`src/rtl/bank_window_mapper.sv`:
```
module bank_window_mapper #(
  parameter int RAM_PAGE_W = 8,
  parameter int ROM_PAGE_W = 4,
  parameter logic [7:0] PORT_MAIN  = 8'h00,
  parameter logic [7:0] PORT_EXTRA = 8'h10,
  parameter logic [7:0] PORT_CFG   = 8'h0F,
  parameter logic [5:0] CFG_RESET  = 6'h30
) (
  input  logic                           clk,
  input  logic                           rst_n,
  input  logic [15:0]                    cpu_addr,
  input  logic                           cpu_rd,
  input  logic                           cpu_wr,
  input  logic [15:0]                    io_addr,
  input  logic                           io_wr,
  input  logic [7:0]                     io_wdata,
  output logic                           rom_sel,
  output logic [ROM_PAGE_W+14:0]         rom_addr,
  output logic [RAM_PAGE_W+13:0]         ram_addr,
  output logic                           rom_rd,
  output logic                           ram_rd,
  output logic                           ram_we,
  output logic                           spd_base,
  output logic                           spd_double
);
  localparam int WIN_W  = 14;
  localparam int RAM_AW = RAM_PAGE_W + WIN_W;
  localparam int ROM_AW = ROM_PAGE_W + WIN_W + 1;

  logic [7:0] main_pg, extra_pg;
  logic [5:0] cfg_q;

  wire [7:0] port = io_addr[7:0];
  logic unused_bits;
  assign unused_bits = ^{io_addr[15:8], cfg_q[2]};

  always_ff @(posedge clk) begin
    if (!rst_n) begin
      main_pg  <= '0;
      extra_pg <= '0;
      cfg_q    <= CFG_RESET;
    end else if (io_wr) begin
      if (port == PORT_MAIN)  main_pg  <= io_wdata;
      if (port == PORT_EXTRA) extra_pg <= io_wdata;
      if (port == PORT_CFG)   cfg_q    <= io_wdata[5:0];
    end
  end

  wire no_rom  = cfg_q[0];
  wire low_ro  = cfg_q[1];
  wire exp_pg  = cfg_q[3];
  wire [1:0] quad = cpu_addr[15:14];

  logic [RAM_PAGE_W-1:0] pg_lo_win, pg_hi_win, ram_pg;

  assign pg_lo_win = RAM_PAGE_W'({main_pg, exp_pg ? main_pg[7] : 1'b0});
  assign pg_hi_win = exp_pg ? RAM_PAGE_W'({extra_pg, extra_pg[7]})
                            : RAM_PAGE_W'({main_pg, 1'b1});

  always_comb begin
    unique case (quad)
      2'd0:    ram_pg = '0;
      2'd1:    ram_pg = RAM_PAGE_W'(1);
      2'd2:    ram_pg = pg_lo_win;
      default: ram_pg = pg_hi_win;
    endcase
  end

  assign rom_sel  = !no_rom && (quad != 2'd1);
  assign ram_addr = RAM_AW'({ram_pg, cpu_addr[WIN_W-1:0]});
  assign rom_addr = (quad == 2'd0) ? ROM_AW'(cpu_addr[WIN_W-1:0])
                                   : ROM_AW'({ROM_PAGE_W'(main_pg), cpu_addr[14:0]});

  wire low_locked = no_rom && low_ro && (quad == 2'd0);

  assign rom_rd     = cpu_rd && rom_sel;
  assign ram_rd     = cpu_rd && !rom_sel;
  assign ram_we     = cpu_wr && !rom_sel && !low_locked;
  assign spd_base   = cfg_q[5];
  assign spd_double = !cfg_q[4];
endmodule


```
`config.mk`:
```
export PLATFORM = sky130hd
export DESIGN_NAME = bank_window_mapper
export DESIGN_NICKNAME = d
export VERILOG_FILES = /design/src/rtl/bank_window_mapper.sv
export SDC_FILE = /design/constraint.sdc
export NUM_CORES = 1
export LEC_CHECK = 0
export BUFFER_PORTS_ARGS = -buffer_cell sky130_fd_sc_hd__buf_2
export CORE_ASPECT_RATIO = 0.75
export CORE_MARGIN = 3
export CORE_UTILIZATION = 41
export DETAILED_ROUTE_END_ITERATION = 8
export HOLD_SLACK_MARGIN = 0.1
export PLACE_DENSITY = 0.92
export SLEW_MARGIN = 15
export SYNTH_ARGS = -nofsm -noshare
export SYNTH_HDL_FRONTEND = slang
export SYNTH_SLANG_ARGS = --single-unit
```
`constraint.sdc`:
```
create_clock -name clk -period 1.2 [get_ports clk]
set_input_delay 0.06 -clock clk [delete_from_list [all_inputs] [get_ports clk]]
set_output_delay 0.06 -clock clk [all_outputs]
set_load 0.005 [all_outputs]
```
==> results.yml <==
status:
  status: "complete, but fails checks"
  violations: "negative setup slack"
cts:
  post_cts_buffers: 0
  cts_sinks: 21
  cts_inserted_buffers: 3
  cts_root_buffer: "clkbuf_8"
  worst_setup_hold_path_clk_slew_ns: 0.08
  cts_max_level: 1
  cts_tree: "built"
  cts.path.max_buffers: 2
  clock_latency_ns: 0.26
sta:
  fin_crit_sh: 1.021
  finalHoldViolCount: 0
  clock.fmax_mhz: 816.5
  tightest_slew_ns: 0.4766
  min_period_ns: 1.225
  relSlewSlack: 0.6822
  fin_skew_ns: 0
  worst_slack_ns: -0.02475
  drv_slew: 0
  rsz0062_at_grt: "true"
  finalSetupViolCount: 1
grt:
  grt_pass1_vias: 1005
  grtUsageTotal: 0.1496
  antenna_found_initial: 0
  grt_pass1_wl_um: 4567
  overflow: 0
  grt_max_degree: 30
yosys:
  synth_nets: 206
  synth.yosys.warnings: 0
  synth_compound_area_frac: 0.06943
  muxShareOfSynthArea: 0.1466
  synthAdderAreaFrac: 0
  synth.avg_cell_area_um2: 8.059
  synth_top_family_by_area: "simple AND/OR/NAND/NOR gates"
  syn-cell-area_um2: 1297
  syn_inst: 161
  synth_cell_types: 25
  ys_ff_latch: 21
  synth_simple_gate_area_share: 0.2565
  ys_seq_area_frac: 0.3240
  synth_xor_area_frac: 0
cells_and_area:
  diodes: 0
  final_common_cell: "buf_2"
  finalNetCount: 227
  final_cell_mix: "41 x buf_2, 35 x nand2_1, 20 x dfxtp_1"
  area_delta_synth_final_pct: 15.33
  layout-drive-gt1-share: 0.3094
  final_util: 0.5025
routing:
  avgViaCountPerCell: 4.936
  ant_nets: 0
  first_iter_violations: 59
  routedWlPerCell_um: 12.67
  vias: 1081
  firstDrtPassIters: 4
  drc_errors: 0
  wl_um: 2774
critical_path:
  crit_path_start_kind: "register"
  required_ns: 1.14
  crit_slowest_cell: "dfxtp_4"
  cp_cell_sequence: "buf_6, nand2_4, o21ai_2, o21ai_1, buf_2"
  reg2reg_slack_ns: 0.38
  end_kind: "output pin"
  critPathMaxFanout: 5
  critPathTopFamily: "flip-flops"
  critPathKind: "reg -> out"
  crit_arrival_ns: 1.16
  cp.buffers_inverters: 2
  slowest_delay_ns: 0.38
place:
  place_congestion: 0.7237
  dpl_worst_slack_ns: -0.05305
  portBuffers: 41
  hpwl_um: 1978
power_and_ir_drop:
  p_leak_nw: 0.6458
  power_mw: 1.303
  ir_drop_v: 0.0004145
  powerDensity_nw_per_um2: 871.1
min_path:
  hold_path_class: "in -> reg"
floorplanning:
  start_util: 0.4357
  die_h_um: 54.72
  io_pins: 92
  coreArea_um2: 2978
  die_x_um: 70.96
  dieArea_um2: 3883
  num_rows: 17
run:
  cap_violations: 0
==> metrics by stage <==
step                      hold slack (ns)  area [um2]  TNS (ns)  std cells
after global placement             0.1201        1356  -0.04369        208
final                              0.1088        1496  -0.02475        219
after global routing               0.1200        1496   -0.2211        219
after detailed placement           0.1201        1356   -0.2042        208
after floorplan                    0.1994        1297         0        161
after CTS                          0.1010        1478  -0.01332        219
==> registers in the layout, indices dropped and copies added, names as in the netlist <==
signal    count
extra_pg      8
main_pg       8
cfg_q         5
==> cell usage after synthesis <==
| cell | n | area, um2 |
|---|---|---|
| a21boi_0 | 8 | 60.06 |
| and2_1 | 2 | 12.51 |
| and3_1 | 2 | 12.51 |
| and4_1 | 2 | 17.52 |
| buf_1 | 1 | 3.750 |
| buf_2 | 1 | 5.000 |
| buf_4 | 29 | 217.7 |
| buf_6 | 1 | 11.26 |
| clkbuf_1 | 5 | 18.77 |
| dfxtp_1 | 21 | 420.4 |
| inv_1 | 2 | 7.510 |
| mux2i_1 | 19 | 190.2 |
| nand2_1 | 37 | 138.9 |
| nand2b_1 | 1 | 6.260 |
| nand3_1 | 12 | 60.06 |
| nand4_1 | 2 | 12.51 |
| nor2_1 | 1 | 3.750 |
| nor2b_1 | 6 | 37.54 |
| nor3_1 | 1 | 5.000 |
| nor4_1 | 1 | 6.260 |
| nor4_2 | 1 | 12.51 |
| o21ai_0 | 2 | 10.01 |
| o21ai_1 | 1 | 5.000 |
| o31ai_1 | 2 | 15.01 |
| or4_1 | 1 | 7.510 |
==> report_power, final <==
part	internal [mW]	total, mW	switching, mW
Combinational	0.0675	0.142	0.0750
Sequential	0.695	0.695	0.000562
Clock	0.232	0.466	0.234
Total	0.994	1.30	0.310
==> final timing paths <==
path,start,end,cells past startpoint
min,io_wdata[3],extra_pg[3],3
max,cfg_q[3],ram_addr[14],5
min reg2reg,main_pg[4],main_pg[4],2
max reg2reg,cfg_q[3],cfg_q[3],3
==> cell families after synthesis <==
group	count (synthesis)
AND/OR/NAND/NOR	69
multiplexers	19
flip-flops	21
AO/OA/AOI/OAI	13
buffers and inverters	39
==> cell type report <==
cell class / instances / area (um2)
Fill cell: 302 / 1481
Multi-Input combinational cell: 101 / 631.9
Sequential cell: 21 / 424.2
Timing Repair Buffer: 53 / 339.1
Tap cell: 38 / 47.55
Clock buffer: 3 / 41.29
Inverter: 2 / 7.507
Clock inverter: 1 / 5.005
==> per-layer routing <==
metal / vias to the layer above / GRT usage / wire, um
met5: - / 0 / 0
met4: 0 / 0.03750 / 40
met3: 6 / 0.05505 / 188
met2: 38 / 0.2477 / 1271
met1: 482 / 0.1872 / 1273
li1: 555 / - / -
==> worst min-delay path: stages <==
cell and delay (ns):
buf_2 0.09, nand2_1 0.09, mux2i_1 0.08
==> timing repair <==
action                                  CTS  global route
resized for setup                         5            12
hold endpoints to repair                 13             0
hold buffers                              6             0
cloned                                    1             0
pin swaps                                 0             1
endpoints found under the setup margin    8             8
Power figures use the tool's default switching activity.
